==> config.mk <==
export PLATFORM = sky130hd
export DESIGN_NAME = adc_scan_ctrl
export DESIGN_NICKNAME = d
export VERILOG_FILES = /design/src/rtl/adc_scan_pkg.sv /design/src/rtl/adc_start_sync.sv /design/src/rtl/adc_chan_pick.sv /design/src/rtl/adc_result_bank.sv /design/src/rtl/adc_scan_ctrl.sv
export SDC_FILE = /design/constraint.sdc
export NUM_CORES = 1
export LEC_CHECK = 0
export ABC_AREA = 1
export ABC_CLOCK_PERIOD_IN_PS = 6500
export CAP_MARGIN = 20
export CELL_PAD_IN_SITES_DETAIL_PLACEMENT = 1
export CELL_PAD_IN_SITES_GLOBAL_PLACEMENT = 1
export CORE_ASPECT_RATIO = 0.75
export CORE_MARGIN = 5
export CORE_UTILIZATION = 45
export DETAILED_ROUTE_END_ITERATION = 16
export GPL_TIMING_DRIVEN = 1
export PLACE_DENSITY = 0.88
export SLEW_MARGIN = 5
export SYNTH_ARGS = -nofsm -noshare
export SYNTH_HDL_FRONTEND = slang
export SYNTH_SLANG_ARGS = --single-unit
==> constraint.sdc <==
create_clock -name clk -period 6.5 [get_ports clk]
set_input_delay 1.3 -clock clk [delete_from_list [all_inputs] [get_ports clk]]
set_output_delay 1.3 -clock clk [all_outputs]
set_load 0.01 [all_outputs]
==> src/rtl/adc_scan_pkg.sv <==
package adc_scan_pkg;
  typedef enum logic [1:0] {
    ST_IDLE    = 2'd0,
    ST_SELECT  = 2'd1,
    ST_CONVERT = 2'd2
  } scan_state_e;

  localparam int ADDR_CTRL = 0;
  localparam int ADDR_MASK = 1;
  localparam int ADDR_RES  = 8;

  localparam int BIT_GO   = 0;
  localparam int BIT_IRQ  = 1;
  localparam int BIT_CONT = 2;
  localparam int BIT_RISE = 3;
  localparam int BIT_FALL = 4;
endpackage

==> src/rtl/adc_start_sync.sv <==
module adc_start_sync #(
  parameter int STAGES = 2
) (
  input  logic clk,
  input  logic rst_n,
  input  logic pin_i,
  output logic rise_o,
  output logic fall_o
);
  logic [STAGES:0] sh_q;
  logic [STAGES:0] sh_d;

  always_comb sh_d = {sh_q[STAGES-1:0], pin_i};

  always_ff @(posedge clk or negedge rst_n) begin
    if (!rst_n) sh_q <= '0;
    else        sh_q <= sh_d;
  end

  assign rise_o =  sh_q[STAGES-1] & ~sh_q[STAGES];
  assign fall_o = ~sh_q[STAGES-1] &  sh_q[STAGES];
endmodule

==> src/rtl/adc_chan_pick.sv <==
module adc_chan_pick #(
  parameter int NCH = 8,
  localparam int IDX_W = $clog2(NCH),
  localparam int CW = IDX_W + 1
) (
  input  logic [NCH-1:0]   mask_i,
  input  logic [CW-1:0]    from_i,
  output logic             found_o,
  output logic [IDX_W-1:0] idx_o
);
  always_comb begin
    found_o = 1'b0;
    idx_o   = '0;
    for (int i = NCH - 1; i >= 0; i--) begin
      if (mask_i[i] && (i >= int'(from_i))) begin
        found_o = 1'b1;
        idx_o   = IDX_W'(i);
      end
    end
  end
endmodule

==> src/rtl/adc_result_bank.sv <==
module adc_result_bank #(
  parameter int NCH = 8,
  parameter int RES_W = 10,
  localparam int IDX_W = $clog2(NCH)
) (
  input  logic                       clk,
  input  logic                       rst_n,
  input  logic                       we_i,
  input  logic [IDX_W-1:0]           sel_i,
  input  logic [RES_W-1:0]           data_i,
  output logic [NCH-1:0][RES_W-1:0]  res_o
);
  for (genvar g = 0; g < NCH; g++) begin : g_slot
    logic en;
    assign en = we_i && (sel_i == IDX_W'(g));
    always_ff @(posedge clk or negedge rst_n) begin
      if (!rst_n)  res_o[g] <= '0;
      else if (en) res_o[g] <= data_i;
    end
  end
endmodule

==> src/rtl/adc_scan_ctrl.sv <==
module adc_scan_ctrl
  import adc_scan_pkg::*;
#(
  parameter int NCH = 8,
  parameter int RES_W = 10,
  parameter int ADDR_W = 4,
  parameter int DATA_W = 16,
  parameter int SYNC_STAGES = 2,
  localparam int IDX_W = $clog2(NCH),
  localparam int CW = IDX_W + 1
) (
  input  logic              clk,
  input  logic              rst_n,
  input  logic              reg_we,
  input  logic [ADDR_W-1:0] reg_addr,
  input  logic [DATA_W-1:0] reg_wdata,
  output logic [DATA_W-1:0] reg_rdata,
  input  logic              ext_start,
  output logic              conv_start,
  output logic [IDX_W-1:0]  conv_chan,
  input  logic              conv_done,
  input  logic [RES_W-1:0]  conv_result,
  output logic              irq
);
  // reset: asserted asynchronously, released on a clock edge
  logic [1:0] rst_ff;
  logic       rst_n_s;
  always_ff @(posedge clk or negedge rst_n) begin
    if (!rst_n) rst_ff <= 2'b00;
    else        rst_ff <= {rst_ff[0], 1'b1};
  end
  assign rst_n_s = rst_ff[1];

  // configuration and status state
  scan_state_e        state_q, state_d;
  logic               active_q, active_d;
  logic               irq_q, irq_d;
  logic               pend_q, pend_d;
  logic               cont_q, rise_en_q, fall_en_q;
  logic [NCH-1:0]     mask_q;
  logic [CW-1:0]      cur_q, cur_d;
  logic [IDX_W-1:0]   chan_q, chan_d;
  logic               start_q, start_d;

  logic ctrl_wr, mask_wr, sw_go, irq_clr, ext_go, go_req, launch, irq_set, res_we;
  logic ext_rise, ext_fall;
  logic pick_found;
  logic [IDX_W-1:0] pick_idx;
  logic [CW-1:0]    pick_from;
  logic [NCH-1:0][RES_W-1:0] res_all;
  logic unused_wdata;

  assign ctrl_wr = reg_we && (int'(reg_addr) == ADDR_CTRL);
  assign mask_wr = reg_we && (int'(reg_addr) == ADDR_MASK);
  assign sw_go   = ctrl_wr && reg_wdata[BIT_GO];
  assign irq_clr = ctrl_wr && reg_wdata[BIT_IRQ];
  assign unused_wdata = ^reg_wdata[DATA_W-1:NCH];

  adc_start_sync #(.STAGES(SYNC_STAGES)) u_sync (
    .clk(clk), .rst_n(rst_n_s), .pin_i(ext_start),
    .rise_o(ext_rise), .fall_o(ext_fall)
  );

  assign ext_go = (rise_en_q && ext_rise) || (fall_en_q && ext_fall);
  assign go_req = sw_go || ext_go || pend_q;
  assign launch = !active_q && !irq_q && go_req;

  // in CONVERT look above the current channel, otherwise from the scan pointer
  assign pick_from = (state_q == ST_CONVERT) ? (CW'(chan_q) + CW'(1)) : cur_q;

  adc_chan_pick #(.NCH(NCH)) u_pick (
    .mask_i(mask_q), .from_i(pick_from),
    .found_o(pick_found), .idx_o(pick_idx)
  );

  adc_result_bank #(.NCH(NCH), .RES_W(RES_W)) u_bank (
    .clk(clk), .rst_n(rst_n_s), .we_i(res_we), .sel_i(chan_q),
    .data_i(conv_result), .res_o(res_all)
  );

  // next-state logic
  always_comb begin
    state_d  = state_q;
    active_d = active_q;
    cur_d    = cur_q;
    chan_d   = chan_q;
    start_d  = 1'b0;
    irq_set  = 1'b0;
    res_we   = 1'b0;
    unique case (state_q)
      ST_IDLE: begin
        if (launch) begin
          state_d  = ST_SELECT;
          active_d = 1'b1;
          cur_d    = '0;
        end
      end
      ST_SELECT: begin
        if (pick_found) begin
          chan_d  = pick_idx;
          start_d = 1'b1;
          state_d = ST_CONVERT;
        end else begin
          irq_set = 1'b1;
          cur_d   = '0;
          if (!cont_q) begin
            state_d  = ST_IDLE;
            active_d = 1'b0;
          end
        end
      end
      ST_CONVERT: begin
        if (conv_done) begin
          res_we = 1'b1;
          if (pick_found) begin
            cur_d   = CW'(chan_q) + CW'(1);
            state_d = ST_SELECT;
          end else begin
            irq_set = 1'b1;
            cur_d   = '0;
            if (cont_q) begin
              state_d = ST_SELECT;
            end else begin
              state_d  = ST_IDLE;
              active_d = 1'b0;
            end
          end
        end
      end
      default: begin
        state_d  = ST_IDLE;
        active_d = 1'b0;
      end
    endcase
    irq_d  = irq_set ? 1'b1 : (irq_clr ? 1'b0 : irq_q);
    pend_d = !active_q && irq_q && go_req;
  end

  // registers
  always_ff @(posedge clk or negedge rst_n_s) begin
    if (!rst_n_s) begin
      state_q  <= ST_IDLE;
      active_q <= 1'b0;
      irq_q    <= 1'b0;
      pend_q   <= 1'b0;
      cur_q    <= '0;
      chan_q   <= '0;
      start_q  <= 1'b0;
    end else begin
      state_q  <= state_d;
      active_q <= active_d;
      irq_q    <= irq_d;
      pend_q   <= pend_d;
      cur_q    <= cur_d;
      chan_q   <= chan_d;
      start_q  <= start_d;
    end
  end

  always_ff @(posedge clk or negedge rst_n_s) begin
    if (!rst_n_s) begin
      cont_q    <= 1'b0;
      rise_en_q <= 1'b0;
      fall_en_q <= 1'b0;
    end else if (ctrl_wr) begin
      cont_q    <= reg_wdata[BIT_CONT];
      rise_en_q <= reg_wdata[BIT_RISE];
      fall_en_q <= reg_wdata[BIT_FALL];
    end
  end

  always_ff @(posedge clk or negedge rst_n_s) begin
    if (!rst_n_s)     mask_q <= '0;
    else if (mask_wr) mask_q <= reg_wdata[NCH-1:0];
  end

  // read port
  always_comb begin
    reg_rdata = '0;
    if (int'(reg_addr) == ADDR_CTRL) begin
      reg_rdata[BIT_GO]   = active_q;
      reg_rdata[BIT_IRQ]  = irq_q;
      reg_rdata[BIT_CONT] = cont_q;
      reg_rdata[BIT_RISE] = rise_en_q;
      reg_rdata[BIT_FALL] = fall_en_q;
    end else if (int'(reg_addr) == ADDR_MASK) begin
      reg_rdata[NCH-1:0] = mask_q;
    end else if ((int'(reg_addr) >= ADDR_RES) && (int'(reg_addr) < ADDR_RES + NCH)) begin
      reg_rdata[RES_W-1:0] = res_all[IDX_W'(int'(reg_addr) - ADDR_RES)];
    end
  end

  assign conv_start = start_q;
  assign conv_chan  = chan_q;
  assign irq        = irq_q;
endmodule

==> flow_metrics.env <==
export IMPL_outcome="finished, final reports clean"
export IMPL_startpoint_types="primary input"
export IMPL_crit_path_max_fanout=22
export IMPL_max_freq_mhz=188
export IMPL_dr_first_iter_drc_count=309
export IMPL_design_core_area_um2=11600
export IMPL_synth_avg_cell_area_um2=8.29
export IMPL_timing_final_max_slew_violations=0
export IMPL_setup_tns_ps=0
export IMPL_layout_worst_path_cycle_share=0.820
export IMPL_post_route_min_period_ps=5330
export IMPL_final_design_area_no_fill_um2=6150
export IMPL_dpl_instance_area_um2=5850
export IMPL_floorplan_initialDensity=0.460
export IMPL_ys_seq_area_frac=0.512
export IMPL_worstRegToRegCells=6
export IMPL_hpwl_mm=11.2
export IMPL_ant_nets=0
export IMPL_drv_max_cap_violation_count=0
export IMPL_vias_in_the_first_global_route=4983
export IMPL_final_nets=718
export IMPL_leakage_power_of_the_design_nw=2.89
export IMPL_critical_path_endpoint_type="output port"
export IMPL_io_pin_count=56
export IMPL_grt_antenna_before_repair=0
export IMPL_route_detailed_wl_per_inst_um=19.0
export IMPL_antenna_cells_inserted=0
export IMPL_route_detailed_vias_per_inst=5.50
export IMPL_report_final_hold_viol_count=0
export IMPL_num_vias=4623
export IMPL_cts_sinks=109
export IMPL_flow_area_growth_from_synthesis_pct=15.5
export IMPL_clock_latency_late_sink_ps=350
export IMPL_port_buffers=41
export IMPL_place_gp_congestion=0.839
export IMPL_timing_hold_worst_class="flop to asynchronous set/reset pin"
export IMPL_worstSetupPathType="primary input to output port"
export IMPL_grt_pass1_wl_mm=26.3
export IMPL_numCtsBuffers=9
export IMPL_critPathArrivalTime_ps=4030
export IMPL_post_route_drc_count=0
export IMPL_htreeDepth=3
export IMPL_tritoncts_clock_tree="yes"
export IMPL_layout_cells_non_filler=840
export IMPL_overall_die_area_um2=14100
export IMPL_routed_wirelength_mm=15.9
export IMPL_total_routing_usage_gr=0.235
export IMPL_synth_area_top_cells="sky130_fd_sc_hd__dfrtp_1 (51%), sky130_fd_sc_hd__nand2_1 (11%), sky130_fd_sc_hd__o21ai_0 (10%)"
export IMPL_count_of_fill_cells_added_during_filler_insertion=1401
export IMPL_post_cts_resize_count=0
export IMPL_dp_cells=824
export IMPL_met2RoutedLength_mm=7.79
export IMPL_die_x_um=136
export IMPL_clk_skew_ps=6.58
export IMPL_die_y_um=104
export IMPL_worst_endpoint_required_ps=5200
export IMPL_worst_pin_slew_ps=977
export IMPL_reg2reg_setup_slack_ps=3910
export IMPL_synth_top_area_share=0.512
export IMPL_drive_gt1_frac=0.0723
export IMPL_drt_pass1_iter_count=5
export IMPL_largest_net_degree_at_the_start_of_global_routing=79
export IMPL_setup_violations=0
export IMPL_cts_hold_buffers_added=0
export IMPL_vdd_ir_drop_max_mv=0.183
export IMPL_worstReg2RegEnd="u_bank.res_o[27]"
export IMPL_routed_top_layer="met4"
export IMPL_p_per_area_nw_per_um2=402
export IMPL_synth_warning_count=0
export IMPL_drt_met1_wl_mm=7.09
export IMPL_worstReg2RegStart="state_q[0]"
export IMPL_worst_slew_margin_rel=0.349
export IMPL_worst_setup_hold_path_clk_slew_ps=70
export IMPL_root_buffer="sky130_fd_sc_hd__clkbuf_16"
export IMPL_rsz0062_at_grt="false"
export IMPL_dr_wl_met3_um=737
export IMPL_post_cts_setup_buffers=0
export IMPL_ys_seq_elements=109
export IMPL_ys_types=34
export IMPL_synth_area_leader_cell="sky130_fd_sc_hd__dfrtp_1"
export IMPL_grt_overflow=0
export IMPL_clk_buf_depth=2
export IMPL_syn_cell_area_um2=5320
export IMPL_row_count=34
export IMPL_post_synth_inst_count=642
-- cell usage in the layout, fill, tap and decap left out, drive strengths merged --
cell type and n:
a21oi 20, mux2 2, ha 10, dfrtp 109, a22oi 1, nor2 45
clkinv 4, a31o 1, clkbuf 9, bufinv 1, clkdlybuf4s50 41, a221oi 5
buf 7, nor3 2, nand3 18, a211oi 2, o2111ai 1, o211ai 16
nand2 168, o21ai 121, inv 77, nand4 1, nand3b 1, o221ai 9
conb 7
-- metal layers --
metal,vias up,track usage
met5,-,0
met4,0,0.0683
met3,25,0.0406
met2,110,0.387
met1,2341,0.320
li1,2147,-
-- how the worst max path moves through the flow --
stage                           start      endpoint  cells after the start
after floorplan           reg_addr[0]  reg_rdata[7]                      8
after global placement    reg_addr[0]  reg_rdata[4]                      8
after detailed placement  reg_addr[0]  reg_rdata[4]                      8
after CTS                 reg_addr[0]  reg_rdata[4]                      8
after global routing      reg_addr[0]  reg_rdata[5]                      8
final                     reg_addr[0]  reg_rdata[5]                      8
-- synthesized netlist by cell type (all sizes together) --
library cell	count
a211oi	2
a21oi	20
a221oi	5
a22oi	1
a31o	1
buf	11
clkbuf	22
conb	2
dfrtp	109
ha	10
inv	75
mux2	2
nand2	168
nand3	18
nand3b	1
nand4	1
nor2	45
nor3	2
o2111ai	1
o211ai	16
o21ai	121
o221ai	9
-- critical path, stage by stage --
cell,delay [ps]
sky130_fd_sc_hd__clkdlybuf4s50_1,680
sky130_fd_sc_hd__inv_1,750
sky130_fd_sc_hd__a21oi_1,140
sky130_fd_sc_hd__o21ai_0,110
sky130_fd_sc_hd__o221ai_1,170
sky130_fd_sc_hd__o211ai_1,270
sky130_fd_sc_hd__nand2_1,120
sky130_fd_sc_hd__clkdlybuf4s50_1,500
-- stage by stage --
| step | util | setup slack, ps | total power, mW | hold WS, ps |
|---|---|---|---|---|
| 3_3_place_gp | 0.506 | 1230 | 1.82 | 256 |
| 5_1_grt | 0.531 | 1020 | 2.64 | 298 |
| 4_1_cts | 0.531 | 1220 | 2.48 | 275 |
| 2_1_floorplan | - | 2840 | 1.61 | 331 |
| 3_5_place_dp | 0.506 | 1250 | 1.90 | 269 |
| 6_report | 0.531 | 1170 | 2.47 | 257 |
-- flip-flops by register name, indices dropped and copies added, names as in the netlist --
name	flops
fall_en_q	1
conv_start	1
active_q	1
conv_chan	3
rise_en_q	1
u_bank.res_o	80
pend_q	1
cont_q	1
irq	1
u_sync.sh_q	3
cur_q	4
mask_q	8
state_q	2
rst_ff	2
-- cells by family (layout without fill, tap and decap cells) --
kind of cell             Yosys count  in the layout  synth area share
flip-flops                       109            109             0.512
AO/OA/AOI/OAI                    176            176             0.188
other                              2              7           0.00141
adder cells (fa/ha/maj)           10             10            0.0235
multiplexers                       2              2           0.00423
AND/OR/NAND/NOR                  235            235             0.187
buffers and inverters            108            139            0.0827
-- cell type report --
cell class / instances / area, µm² / area share
repair buffers: 48 / 463 / 0.0753
inverters: 75 / 282 / 0.0458
clock buffers: 9 / 225 / 0.0366
flip-flops and latches: 109 / 2730 / 0.444
well taps: 162 / 203 / 0.0330
multi-input cells: 430 / 2170 / 0.354
clock inverters: 7 / 71.3 / 0.0116
-- power by group --
| group | leakage, nW | internal, mW | switching (mW) | total [mW] |
|---|---|---|---|---|
| clock | 0.150 | 0.301 | 0.261 | 0.562 |
| sequential | 1.37 | 0.931 | 0.157 | 1.09 |
| combinational | 1.37 | 0.308 | 0.513 | 0.821 |
| total | 2.89 | 1.54 | 0.931 | 2.47 |
Power figures use the tool's default switching activity.
